$ cat config.mk
export PLATFORM = sky130hd
export DESIGN_NAME = sleep_seq
export DESIGN_NICKNAME = d
export VERILOG_FILES = /design/src/rtl/sleep_seq.sv
export SDC_FILE = /design/constraint.sdc
export NUM_CORES = 1
export LEC_CHECK = 0
export ABC_CLOCK_PERIOD_IN_PS = 5700
export BUFFER_PORTS_ARGS = -buffer_cell sky130_fd_sc_hd__clkbuf_2
export CAP_MARGIN = 40
export CORE_MARGIN = 5
export CORE_UTILIZATION = 35
export CTS_CLUSTER_DIAMETER = 30
export DETAILED_ROUTE_END_ITERATION = 10
export GPL_ROUTABILITY_DRIVEN = 0
export GPL_TIMING_DRIVEN = 0
export SETUP_SLACK_MARGIN = 0.5
export SYNTH_ARGS = -nofsm -noshare
export SYNTH_HDL_FRONTEND = slang
export SYNTH_SLANG_ARGS = --single-unit
$ cat constraint.sdc
create_clock -name clk -period 5.7 [get_ports clk]
set_clock_uncertainty 0.05 [all_clocks]
set_input_delay 1.14 -clock clk [delete_from_list [all_inputs] [get_ports clk]]
set_output_delay 1.14 -clock clk [all_outputs]
set_load 0.005 [all_outputs]
$ cat src/rtl/sleep_seq.sv
module sleep_seq #(
  parameter int T_SLP    = 30,
  parameter int T_DEGL   = 1000,
  parameter int T_CLK    = 1000,
  parameter int T_SUS    = 1000,
  parameter int T_PLT    = 60,
  parameter int T_IDLE   = 60,
  parameter int T_SUSRST = 210,
  parameter int T_PGOFF  = 30,
  parameter int T_CLKOFF = 10,
  parameter int T_LIGHT  = 1
) (
  input  logic       clk,
  input  logic       rst_n,
  input  logic       tick_us,
  input  logic       wake_req,
  input  logic       sleep_req,
  input  logic [1:0] sleep_depth,
  input  logic       links_idle,
  input  logic       pwrok_raw,
  input  logic       sys_pwrok,
  output logic       slp_deep_n,
  output logic       slp_mid_n,
  output logic       slp_light_n,
  output logic       sus_stat_n,
  output logic       plt_rst_n,
  output logic       cpu_pwrgd,
  output logic       clk_valid
);
  localparam int TSUM = T_SLP + T_CLK + T_SUS + T_PLT + T_IDLE + T_SUSRST + T_PGOFF + T_CLKOFF + T_LIGHT;
  localparam int CW = $clog2(TSUM + 1);
  localparam int GW = $clog2(T_DEGL + 1);

  typedef enum logic [4:0] {
    S_REST, W_MID, W_LIGHT, W_PG, W_CLK, W_SYS, W_SUS, W_RST, S_ON,
    D_IDLE, D_SUS, D_RST, D_PG, D_CLK, D_LIGHT, D_MID, D_DEEP
  } st_t;

  st_t st, st_n;
  logic [CW-1:0] cnt, lim;
  logic [GW-1:0] pg_cnt;
  logic [1:0] depth;
  logic wake_pend;

  wire pg_ok = (pg_cnt == GW'(T_DEGL));
  wire go = wake_req | wake_pend;
  wire timed = (lim != '0);
  wire hit = tick_us && timed && (cnt == lim - 1'b1);
  wire in_down = (st >= D_IDLE);

  always_comb begin
    case (st)
      W_MID, W_LIGHT, D_MID, D_DEEP: lim = CW'(T_SLP);
      W_CLK:   lim = CW'(T_CLK);
      W_SUS:   lim = CW'(T_SUS);
      W_RST:   lim = CW'(T_PLT);
      D_SUS:   lim = CW'(T_IDLE);
      D_RST:   lim = CW'(T_SUSRST);
      D_PG:    lim = CW'(T_PGOFF);
      D_CLK:   lim = CW'(T_CLKOFF);
      D_LIGHT: lim = CW'(T_LIGHT);
      default: lim = '0;
    endcase
  end

  always_comb begin
    st_n = st;
    case (st)
      S_REST:  if (go) st_n = !slp_deep_n ? W_MID : (!slp_mid_n ? W_LIGHT : W_PG);
      W_MID:   if (hit) st_n = W_LIGHT;
      W_LIGHT: if (hit) st_n = W_PG;
      W_PG:    if (pg_ok) st_n = W_CLK;
      W_CLK:   if (hit) st_n = W_SYS;
      W_SYS:   if (sys_pwrok) st_n = W_SUS;
      W_SUS:   if (!sys_pwrok) st_n = W_SYS; else if (hit) st_n = W_RST;
      W_RST:   if (hit) st_n = S_ON;
      S_ON:    if (sleep_req) st_n = D_IDLE;
      D_IDLE:  if (links_idle) st_n = D_SUS;
      D_SUS:   if (hit) st_n = D_RST;
      D_RST:   if (hit) st_n = D_PG;
      D_PG:    if (hit) st_n = D_CLK;
      D_CLK:   if (hit) st_n = D_LIGHT;
      D_LIGHT: if (hit) st_n = (depth < 2'd2) ? S_REST : D_MID;
      D_MID:   if (hit) st_n = (depth == 2'd2) ? S_REST : D_DEEP;
      D_DEEP:  if (hit) st_n = S_REST;
      default: st_n = S_REST;
    endcase
  end

  always_ff @(posedge clk or negedge rst_n) begin
    if (!rst_n) begin
      pg_cnt <= '0;
    end else if (!pwrok_raw || !slp_light_n) begin
      pg_cnt <= '0;
    end else if (tick_us && !pg_ok) begin
      pg_cnt <= pg_cnt + 1'b1;
    end
  end

  always_ff @(posedge clk or negedge rst_n) begin
    if (!rst_n) begin
      st <= S_REST;
      cnt <= '0;
      depth <= 2'd3;
      wake_pend <= 1'b0;
      slp_deep_n <= 1'b0;
      slp_mid_n <= 1'b0;
      slp_light_n <= 1'b0;
      sus_stat_n <= 1'b0;
      plt_rst_n <= 1'b0;
      cpu_pwrgd <= 1'b0;
      clk_valid <= 1'b0;
    end else begin
      st <= st_n;
      if (st_n != st || !timed) cnt <= '0;
      else if (tick_us) cnt <= cnt + 1'b1;
      if (st == S_REST) wake_pend <= 1'b0;
      else if (in_down && wake_req) wake_pend <= 1'b1;
      case (st)
        S_REST: if (go) begin
          if (!slp_deep_n) slp_deep_n <= 1'b1;
          else if (!slp_mid_n) slp_mid_n <= 1'b1;
          else slp_light_n <= 1'b1;
        end
        W_MID:   if (hit) slp_mid_n <= 1'b1;
        W_LIGHT: if (hit) slp_light_n <= 1'b1;
        W_CLK:   if (hit) begin clk_valid <= 1'b1; cpu_pwrgd <= 1'b1; end
        W_SUS:   if (st_n == W_RST) sus_stat_n <= 1'b1;
        W_RST:   if (hit) plt_rst_n <= 1'b1;
        S_ON:    if (sleep_req) depth <= sleep_depth;
        D_SUS:   if (hit) sus_stat_n <= 1'b0;
        D_RST:   if (hit) plt_rst_n <= 1'b0;
        D_PG:    if (hit) cpu_pwrgd <= 1'b0;
        D_CLK:   if (hit) clk_valid <= 1'b0;
        D_LIGHT: if (hit) slp_light_n <= 1'b0;
        D_MID:   if (hit) slp_mid_n <= 1'b0;
        D_DEEP:  if (hit) slp_deep_n <= 1'b0;
        default: ;
      endcase
    end
  end
endmodule

==> impl_metrics.ini <==
[critical_path]
worstReg2RegStart = st[0]$_DFF_PN0_
path_max_fanout = 10
startpoint = st[0]$_DFF_PN0_
r2r_setup_slack_ns = 1.37
timing.rr.end = cnt[6]$_DFFE_PN0P_
startpoint_type = register
r2r.worst_path.cells = 17
critPathCaptureType = register
required_ns = 5.83
path_class = register to register
arrival_ns = 4.46
endpoint = cnt[6]$_DFFE_PN0P_

[global_routing]
overflow = 0
grtUsageTotal_pct = 16.3
grt_pass1_vias = 2934
antenna_found_initial = 0
grt_max_degree = 32
grt_pass1_wl_mm = 15.2

[synth]
synth_top_cell_area_share_pct = 26.4
synth_fa_ha_area_share_pct = 4.14
synth_xor_area_share_pct = 7.12
yosysSeqAreaShare_pct = 27.9
ys_warn_count = 0
async_flop_share_pct = 100
ys_ff_latch = 37
netlist_top_cells_area = dfrtp_1 (26%), xor2_1 (4.2%), ha_1 (4.1%)
synthMuxAreaShare_pct = 2.86
synth_edf_count = 0
synth_ff_type = dfrtp_1
synth_top_family_by_area = simple AND/OR/NAND/NOR gates
synth.largest_area_cell = dfrtp_1
yosys.area_share.simple_pct = 27.3
synth_cells = 388
yosysUniqueCellTypes = 81
synth-compound-area-share_pct = 25.0
syn_area_um2 = 3320
yosysMostFrequentCell = dfrtp_1
synth_common_cells = dfrtp_1 (35), nand2_1 (33), nor2_1 (30)
synth_area_per_cell_um2 = 8.56
syn_nets = 409

[clock_network]
cts_tree = yes
hold_buffers = 0
ctsResizeCount = 0
h-tree-depth = 2
clock_latency_ns = 0.31
cts-root-buf = clkbuf_8
cts.sinks = 37
postCtsSetupBuffers = 0
clk_pin_slew_ns = 0.10
clk_path_buf_depth = 2
cts_buffers = 5

[detailed_routing]
drtPass1Iterations = 5
viasPerCell = 5.64
drtIter0Drc = 171
drc = 0
vias = 3055
wl_per_cell_um = 16.7
routed_wl_mm = 9.04
antenna_left = 0

[cells_and_area]
drive_gt1_share_pct = 18.6
regArea_um2 = 928
design_area_um2 = 3700
fin_util_pct = 40.0
num_antenna_cells = 0
multi_input_area_um2 = 2210
fin_nets = 433
final_cells = 542
fill_cells = 924
area_delta_synth_final_pct = 11.3

[floorplanning]
pin_count = 17
chipWidth_um = 107
rows = 35
core_area_um2 = 9240
start_util_pct = 36.0
die_h_um = 107
die-area_um2 = 11500

[flow_run]
max_cap_viol_count = 0

[hold_path]
worstHoldPathCells = 2
hold_class = register to register

[timing]
fin_crit_sh_pct = 75.9
post-route-min-period_ns = 4.33
finalMaxSlewViolations = 0
rsz0062_at_grt = no
fmax_mhz = 231
tightest_slew_ns = 0.748
setup_viol = 0
slew_headroom_pct = 49.5
hold_viol = 0
tns_ns = 0

[power_and_ir_drop]
ir_worst_vdd_v = 0.000141
total_power_w = 0.00164
p_leak_nw = 1.47
p_per_area_nw_per_um2 = 444

[placement]
place_area_um2 = 3580
port-buffer-count = 16
dpl.hpwl_mm = 6.85
place_inst = 534

[run_status]
outcome = finished, final reports clean
[kinds of logic (layout without fill, tap and decap cells)]
group,Yosys count,count (layout)
flops,37,37
buf+inv,38,63
xor+xnor,27,27
fa+ha+maj,11,11
mux,9,9
simple gates,158,158
compound gates,108,108
[power by group]
part	internal (W)	total, W	switching (W)	leakage, nW
combinational	0.000407	0.00108	0.000669	0.937
sequential	0.000293	0.000323	0.0000293	0.477
clock	0.000131	0.000242	0.000110	0.0585
total	0.000832	0.00164	0.000809	1.47
[sequential cells by signal, indices dropped and copies added, names as in the netlist]
register and cells:
cpu_pwrgd 1, plt_rst_n 1, pg_cnt 10, sus_stat_n 1
cnt 12, clk_valid 1, slp_light_n 1, wake_pend 1
slp_mid_n 1, slp_deep_n 1, depth 2, st 5
[layer usage]
layer	track usage (%)	wire length, um	vias up	share of wire (%)
li1	-	-	1480	-
met1	22.1	4120	1446	46
met2	25.9	4140	113	46
met3	4.14	612	16	6.8
met4	4.42	165	0	1.8
met5	0	0	-	0
[critical path, stage by stage, from the launching register on]
cell and delay (ns):
dfrtp_1 0.40, clkbuf_1 0.34, inv_1 0.18, ha_1 0.22, buf_2 0.19, nand2b_1 0.21, nor2_1 0.11, inv_2 0.12
ha_1 0.24, inv_1 0.10, a2111oi_2 0.30, o211ai_1 0.21, a221oi_4 0.48, and3_1 0.23, buf_6 0.12, mux2i_1 0.40
buf_6 0.23, nor3_2 0.06
[cell usage in the layout (no fill, tap or decap), types with 6 or more instances in the layout]
cell      synthesis  final
a21oi_1          18     18
a31oi_1           7      7
and3_1            6      6
clkbuf_1         12     12
clkbuf_2          0     16
dfrtp_1          35     35
ha_1             11     11
inv_1            13     13
nand2_1          33     33
nand2b_1         10     10
nand3_1          15     15
nand4_1          10     10
nor2_1           30     30
nor2b_1           7      7
nor3_1            8      8
nor3_2           10     10
o21ai_0          20     20
or3_1             6      6
xnor2_1          11     11
xor2_1           16     16
[through the flow]
stage | hold WS (ns) | setup WS [ns]
5_1_grt | 0.519 | 1.05
3_3_place_gp | 0.448 | 1.41
4_1_cts | 0.473 | 1.39
3_5_place_dp | 0.451 | 1.40
2_1_floorplan | 0.448 | 2.15
6_report | 0.466 | 1.37
[cell type report]
| type | count | share of cell area (%) |
|---|---|---|
| Timing Repair Buffer | 17 | 2.71 |
| Sequential cell | 37 | 25.1 |
| Inverter | 16 | 1.62 |
| Clock buffer | 5 | 1.86 |
| Tap cell | 129 | 4.37 |
| Buffer | 22 | 3.35 |
| Multi-Input combinational cell | 313 | 59.8 |
| Clock inverter | 3 | 1.18 |
[how the worst min path moves through the flow]
| stage | slack [ns] | end | startpoint |
|---|---|---|---|
| after floorplan | 0.45 | cpu_pwrgd$_DFFE_PN0P_ | cpu_pwrgd$_DFFE_PN0P_ |
| after global placement | 0.45 | cpu_pwrgd$_DFFE_PN0P_ | cpu_pwrgd$_DFFE_PN0P_ |
| after detailed placement | 0.45 | cpu_pwrgd$_DFFE_PN0P_ | cpu_pwrgd$_DFFE_PN0P_ |
| after CTS | 0.47 | cpu_pwrgd$_DFFE_PN0P_ | cpu_pwrgd$_DFFE_PN0P_ |
| after global routing | 0.52 | cpu_pwrgd$_DFFE_PN0P_ | cpu_pwrgd$_DFFE_PN0P_ |
| final | 0.47 | cpu_pwrgd$_DFFE_PN0P_ | cpu_pwrgd$_DFFE_PN0P_ |
Note: power is estimated with default switching activity, not from simulation.
